$ cat src/rtl/bmc_pkg.sv
package bmc_pkg;
  localparam int AUDIO_W   = 24;
  localparam int WORD_W    = AUDIO_W + 3;
  localparam int SLOTS     = 32;
  localparam int HALVES    = 2 * 2 * SLOTS;
  localparam int CNT_W     = $clog2(HALVES);
  localparam int LEN_W     = $clog2(AUDIO_W + 1);
  localparam int PRE_SLOTS = 4;

  typedef logic [WORD_W-1:0] sub_word_t;

  // preamble half-cell patterns, MSB sent first, for a preceding level of 0
  localparam logic [7:0] PRE_BLOCK = 8'b1110_1000;
  localparam logic [7:0] PRE_LEFT  = 8'b1110_0010;
  localparam logic [7:0] PRE_RIGHT = 8'b1110_0100;
endpackage

$ cat src/rtl/bmc_rst_sync.sv
module bmc_rst_sync (
  input  logic clk_i,
  input  logic rst_ni,
  output logic rst_no
);
  logic [1:0] stage_q;

  always_ff @(posedge clk_i or negedge rst_ni) begin
    if (!rst_ni) stage_q <= 2'b00;
    else         stage_q <= {stage_q[0], 1'b1};
  end

  assign rst_no = stage_q[1];
endmodule

$ cat src/rtl/bmc_timebase.sv
module bmc_timebase
  import bmc_pkg::*;
#(
  parameter int FRAMES = 192,
  localparam int FRM_W = $clog2(FRAMES)
) (
  input  logic             clk_i,
  input  logic             rst_ni,
  output logic [CNT_W-1:0] cnt_o,
  output logic [FRM_W-1:0] frm_o
);
  localparam logic [CNT_W-1:0] CNT_LAST = CNT_W'(HALVES - 1);
  localparam logic [FRM_W-1:0] FRM_LAST = FRM_W'(FRAMES - 1);

  logic [CNT_W-1:0] cnt_q, cnt_d;
  logic [FRM_W-1:0] frm_q, frm_d;
  logic             tick_en;

  assign tick_en = 1'b1;

  always_comb begin
    cnt_d = cnt_q;
    frm_d = frm_q;
    if (tick_en) begin
      cnt_d = cnt_q + 1'b1;
      if (cnt_q == CNT_LAST) begin
        frm_d = (frm_q == FRM_LAST) ? '0 : frm_q + 1'b1;
      end
    end
  end

  always_ff @(posedge clk_i or negedge rst_ni) begin
    if (!rst_ni) begin
      cnt_q <= '0;
      frm_q <= '0;
    end else begin
      cnt_q <= cnt_d;
      frm_q <= frm_d;
    end
  end

  assign cnt_o = cnt_q;
  assign frm_o = frm_q;
endmodule

$ cat src/rtl/bmc_subframe_builder.sv
module bmc_subframe_builder
  import bmc_pkg::*;
#(
  parameter int MIN_W = 16
) (
  input  logic               clk_i,
  input  logic               rst_ni,
  input  logic [CNT_W-1:0]   cnt_i,
  input  logic               first_frame_i,
  input  logic [AUDIO_W-1:0] left_i,
  input  logic [AUDIO_W-1:0] right_i,
  input  logic [LEN_W-1:0]   len_i,
  input  logic [2:0]         vuc_l_i,
  input  logic [2:0]         vuc_r_i,
  output logic               bit_o,
  output logic [7:0]         pre_o
);
  localparam logic [LEN_W-1:0] LEN_MIN = LEN_W'(MIN_W);
  localparam logic [LEN_W-1:0] LEN_MAX = LEN_W'(AUDIO_W);

  logic [LEN_W-1:0]   eff_len;
  logic [AUDIO_W-1:0] keep_mask;
  sub_word_t          lw_q, lw_d, rw_q, rw_d, cur_word;
  logic [4:0]         slot, idx;
  logic               load_en;

  always_comb begin
    if (len_i < LEN_MIN)      eff_len = LEN_MIN;
    else if (len_i > LEN_MAX) eff_len = LEN_MAX;
    else                      eff_len = len_i;
  end

  always_comb begin
    for (int i = 0; i < AUDIO_W; i++) begin
      keep_mask[i] = (i >= (AUDIO_W - int'(eff_len)));
    end
  end

  assign load_en = (cnt_i == '0);

  always_comb begin
    lw_d = lw_q;
    rw_d = rw_q;
    if (load_en) begin
      lw_d = {vuc_l_i[0], vuc_l_i[1], vuc_l_i[2], left_i & keep_mask};
      rw_d = {vuc_r_i[0], vuc_r_i[1], vuc_r_i[2], right_i & keep_mask};
    end
  end

  always_ff @(posedge clk_i or negedge rst_ni) begin
    if (!rst_ni) begin
      lw_q <= '0;
      rw_q <= '0;
    end else begin
      lw_q <= lw_d;
      rw_q <= rw_d;
    end
  end

  assign cur_word = cnt_i[CNT_W-1] ? rw_q : lw_q;
  assign slot     = cnt_i[5:1];
  assign idx      = slot - 5'd4;

  always_comb begin
    if (slot == 5'(SLOTS - 1))       bit_o = ^cur_word;
    else if (slot >= 5'(PRE_SLOTS))  bit_o = cur_word[idx];
    else                             bit_o = 1'b0;
  end

  always_comb begin
    if (cnt_i[CNT_W-1])     pre_o = PRE_RIGHT;
    else if (first_frame_i) pre_o = PRE_BLOCK;
    else                    pre_o = PRE_LEFT;
  end
endmodule

$ cat src/rtl/bmc_line_coder.sv
module bmc_line_coder (
  input  logic       clk_i,
  input  logic       rst_ni,
  input  logic [5:0] pos_i,
  input  logic       bit_i,
  input  logic [7:0] pre_i,
  output logic       tx_p_o,
  output logic       tx_n_o
);
  logic txp_q, txn_q, pol_q;
  logic pol, line_d;

  always_comb begin
    pol = (pos_i == 6'd0) ? txp_q : pol_q;
    if (pos_i[5:3] == 3'd0) begin
      line_d = pre_i[3'd7 - pos_i[2:0]] ^ pol;
    end else if (!pos_i[0]) begin
      line_d = ~txp_q;
    end else begin
      line_d = bit_i ? ~txp_q : txp_q;
    end
  end

  always_ff @(posedge clk_i or negedge rst_ni) begin
    if (!rst_ni) begin
      txp_q <= 1'b0;
      txn_q <= 1'b0;
      pol_q <= 1'b0;
    end else begin
      txp_q <= line_d;
      txn_q <= ~line_d;
      pol_q <= pol;
    end
  end

  assign tx_p_o = txp_q;
  assign tx_n_o = txn_q;
endmodule

$ cat src/rtl/bmc_frame_encoder.sv
module bmc_frame_encoder
  import bmc_pkg::*;
#(
  parameter int MIN_W        = 16,
  parameter int FRAMES       = 192,
  parameter int BLOCK_FRAMES = 120,
  localparam int FRM_W       = $clog2(FRAMES)
) (
  input  logic               clk_i,
  input  logic               rst_ni,
  input  logic [AUDIO_W-1:0] left_i,
  input  logic [AUDIO_W-1:0] right_i,
  input  logic [LEN_W-1:0]   len_i,
  input  logic [2:0]         vuc_l_i,
  input  logic [2:0]         vuc_r_i,
  output logic               tx_p_o,
  output logic               tx_n_o,
  output logic               block_o,
  output logic               frame_sync_o
);
  logic             rst_sync_n;
  logic [CNT_W-1:0] cnt_q;
  logic [FRM_W-1:0] frm_q;
  logic             data_bit;
  logic [7:0]       pre_pat;
  logic             sync_q, sync_d, block_q, block_d;

  bmc_rst_sync u_rst (
    .clk_i  (clk_i),
    .rst_ni (rst_ni),
    .rst_no (rst_sync_n)
  );

  bmc_timebase #(.FRAMES(FRAMES)) u_time (
    .clk_i  (clk_i),
    .rst_ni (rst_sync_n),
    .cnt_o  (cnt_q),
    .frm_o  (frm_q)
  );

  bmc_subframe_builder #(.MIN_W(MIN_W)) u_build (
    .clk_i         (clk_i),
    .rst_ni        (rst_sync_n),
    .cnt_i         (cnt_q),
    .first_frame_i (frm_q == '0),
    .left_i        (left_i),
    .right_i       (right_i),
    .len_i         (len_i),
    .vuc_l_i       (vuc_l_i),
    .vuc_r_i       (vuc_r_i),
    .bit_o         (data_bit),
    .pre_o         (pre_pat)
  );

  bmc_line_coder u_coder (
    .clk_i  (clk_i),
    .rst_ni (rst_sync_n),
    .pos_i  (cnt_q[5:0]),
    .bit_i  (data_bit),
    .pre_i  (pre_pat),
    .tx_p_o (tx_p_o),
    .tx_n_o (tx_n_o)
  );

  always_comb begin
    sync_d  = (cnt_q == '0);
    block_d = (frm_q < FRM_W'(BLOCK_FRAMES));
  end

  always_ff @(posedge clk_i or negedge rst_sync_n) begin
    if (!rst_sync_n) begin
      sync_q  <= 1'b0;
      block_q <= 1'b0;
    end else begin
      sync_q  <= sync_d;
      block_q <= block_d;
    end
  end

  assign frame_sync_o = sync_q;
  assign block_o      = block_q;
endmodule

$ cat config.mk
export PLATFORM = sky130hd
export DESIGN_NAME = bmc_frame_encoder
export DESIGN_NICKNAME = d
export VERILOG_FILES = /design/src/rtl/bmc_pkg.sv /design/src/rtl/bmc_rst_sync.sv /design/src/rtl/bmc_timebase.sv /design/src/rtl/bmc_subframe_builder.sv /design/src/rtl/bmc_line_coder.sv /design/src/rtl/bmc_frame_encoder.sv
export SDC_FILE = /design/constraint.sdc
export NUM_CORES = 1
export LEC_CHECK = 0
export BUFFER_PORTS_ARGS = -buffer_cell sky130_fd_sc_hd__buf_2
export CORE_MARGIN = 2
export CORE_UTILIZATION = 45
export DETAILED_ROUTE_END_ITERATION = 7
export GPL_ROUTABILITY_DRIVEN = 0
export PLACE_DENSITY = 0.65
export SLEW_MARGIN = 25
export SYNTH_ARGS = -nofsm -noshare
export SYNTH_HDL_FRONTEND = slang
export SYNTH_SLANG_ARGS = --single-unit
export TNS_END_PERCENT = 5
$ cat constraint.sdc
create_clock -name clk_i -period 2.8 [get_ports clk_i]
set_input_delay 0.28 -clock clk_i [delete_from_list [all_inputs] [get_ports clk_i]]
set_output_delay 0.28 -clock clk_i [all_outputs]
set_load 0.01 [all_outputs]
==> flow_summary.yaml <==
grt:
  use_met2_pct: 34.77
  met1_usage_pct: 26.94
  busiest_layer: "met2"
  grt_pass1_wl_um: 16890
  antenna_found_initial: 0
  grt_pass1_vias: 3399
  grtUsageTotal_pct: 20.92
  grt_max_degree: 41
  overflow: 0
  grt.met3_usage_pct: 3.293
final_layout:
  nFillCells: 888
  multi_input_area_sq_um: 2396
  nNetsFinal: 572
  area_delta_synth_final_pct: 17.85
  antenna_cells: 0
  register_area_sq_um: 1903
  final_cells: 633
  drive_gt1_share_pct: 23.80
floorplan:
  num_io_pins: 65
  die_y_um: 103.2
  initial_core_util_pct: 45.75
  dieWidth_um: 103.2
  core_area_sq_um: 9684
  row_count: 36
  die-area_sq_um: 10660
clocking:
  cts.repair.resized: 0
  numClockSinks: 76
  cts_made_buffers: 9
  cts-root-buf: "clkbuf_8"
  path_clk_slew_ps: 80
  insertion_delay_ps: 360
  htree_levels: 3
  clock_path_buffers: 2
  cts_setup_buffers: 0
  cts_tree: "built"
logic_synthesis:
  yosysWarnings: 0
  synthesis.area_sq_um: 4430
  synthCells: 419
  ys_types: 49
  synth-seq-cells: 76
  ys_async_sr_fraction_pct: 100.0
  synth_edf_count: 0
  synth_area_leaders: "dfrtp_1 (43%), mux4_2 (7.1%), a22o_1 (6.1%)"
  synth_flop_cell: "dfrtp_1"
  yosysSeqAreaShare_pct: 42.93
  yosys.area.top_type: "dfrtp_1"
  synth_top_area_share_pct: 42.93
  yosys-top-cells-count: "dfrtp_1 (76), nand2_1 (61), a22o_1 (31)"
  synth.avg_cell_area_sq_um: 10.57
  synth_most_common_cell: "dfrtp_1"
setup_path:
  cp.required_ps: 3040
  arrival_ps: 2740
  r2r_slack_ps: 300
  path_max_fanout: 20
  crit_path_start_kind: "register"
  path_class: "register to register"
  r2r_cells: 10
  rr_endpoint: "u_coder.tx_p_o"
  critPathCaptureType: "register"
  r2r-start: "u_time.cnt_o[6]"
routing:
  drt_iter0_drc: 190
  detail-route-antenna-nets: 0
  drc: 0
  routed_wirelength_um: 10080
  viasPerCell: 5.265
  wl_per_cell_um: 15.92
  first_pass_iters: 4
  vias: 3333
pwr:
  power.density_nw_per_um2: 488.0
  peakVddDrop_v: 0.0001835
  leakagePower_uw: 0.002473
sta:
  max-slew-margin-rel_pct: 47.82
  hold_viol: 0
  finClkSkew_ps: 14.12
  hold_ws_ps: 103.4
  min_period_ps: 2501
  tightest_slew_ps: 782.7
  period_share_pct: 89.31
  fmax_mhz: 399.9
  finalSetupViolCount: 0
  rsz0062_at_grt: "false"
  tns_ps: 0
  finalMaxSlewViolations: 0
worst_hold_path:
  hold-path-endpoint: "u_build.lw_q[16]"
  worstHoldPathType: "primary input to register"
  worstHoldPathCells: 3
  min_from: "left_i[16]"
placed_design:
  dpl.hpwl_um: 7861
  io_buffer_count: 64
  placed_cells: 616
status:
  outcome: "completed"
run:
  drv_cap: 0
==> layout by cell type, fill, tap and decap left out, types with 3 or more instances in the layout <==
master	instances
a21oi_1	11
a22o_1	31
a31oi_1	6
a32o_1	4
and3_1	3
buf_2	64
buf_4	13
bufinv_16	3
clkbuf_8	10
conb_1	9
dfrtp_1	75
ha_1	16
inv_1	12
mux2_2	5
mux2i_1	17
mux4_2	14
nand2_1	61
nand2b_1	3
nand3_1	11
nand3b_1	3
nand4_1	4
nor2_1	21
nor2b_1	5
nor3_1	7
o21ai_0	7
xnor2_1	28
xor2_1	28
==> worst max-delay path by stage <==
stage          slack [ps]             from  cells past startpoint         endpoint
2_1_floorplan         300  u_time.cnt_o[1]                      9   u_coder.tx_p_o
6_report              300  u_time.cnt_o[6]                     10   u_coder.tx_p_o
4_1_cts               290  u_time.cnt_o[1]                      7   u_coder.tx_p_o
3_5_place_dp          300  u_time.cnt_o[6]                     10   u_coder.tx_p_o
3_3_place_gp          340  u_time.cnt_o[6]                     10   u_coder.tx_p_o
5_1_grt               110  u_time.cnt_o[1]                      8  u_time.frm_o[0]
==> layout make-up <==
class                      count  share of cell area (%)
multi-input combinational    316                   45.89
sequential                    76                   36.45
clock inverter                 4                   1.869
clock buffer                  12                   2.780
tap                          133                   3.187
inverter                      12                  0.8627
timing repair buffer          80                   8.962
==> metrics by stage <==
step                      setup slack (ps)  utilization, %  power, uW  cell area, sq um
after floorplan                      301.7               -       1424              4457
after global placement               340.3           51.30       1539              4969
after detailed placement             300.8           51.30       1545              4969
after CTS                            285.4           53.91       2570              5221
after global routing                 110.2           53.91       2660              5221
final                                299.3           53.91       2548              5221
==> cell families after synthesis <==
group	count (synthesis)	share of synthesized area (%)
mux	36	12.23
xor+xnor	56	11.07
fa+ha+maj	16	4.518
simple gates	126	12.91
compound gates	73	12.60
other cells	2	0.1695
flops	76	42.93
buf+inv	34	3.587
==> flip-flops by register name, summed over array words and instances (netlist names) <==
register	count
block_o	1
frame_sync_o	1
u_build.lw_q	27
u_build.rw_q	27
u_coder.pol_q	1
u_coder.tx_n_o	1
u_coder.tx_p_o	1
u_rst.stage_q	2
u_time.cnt_o	7
u_time.frm_o	8
==> routing by layer <==
metal,vias to the layer above,part of all wire (%)
met2,74,50
met4,0,2.3
met1,1620,45
li1,1624,-
met3,15,3.2
met5,-,0
==> report_power, final <==
part | total, uW | switching, uW | internal [uW]
Sequential | 1210 | 60.5 | 1150
Combinational | 318 | 149 | 170
Clock | 1020 | 405 | 617
==> worst max-delay path, stage by stage (launching register included) <==
cell and delay [ps]:
dfrtp_1 380, buf_12 180, buf_4 210, mux4_2 500, nor2b_1 150, o22a_1 210, nor2_1 90, o311a_2 190
o21ai_2 60, xor2_1 150, mux2_2 260
==> what timing repair did <==
| action | 4_1_cts | 5_1_grt |
|---|---|---|
| hold endpoints to repair | 2 | 0 |
| hold buffers | 1 | 0 |
| setup endpoints to repair | 0 | 0 |
Power figures use the tool's default switching activity.
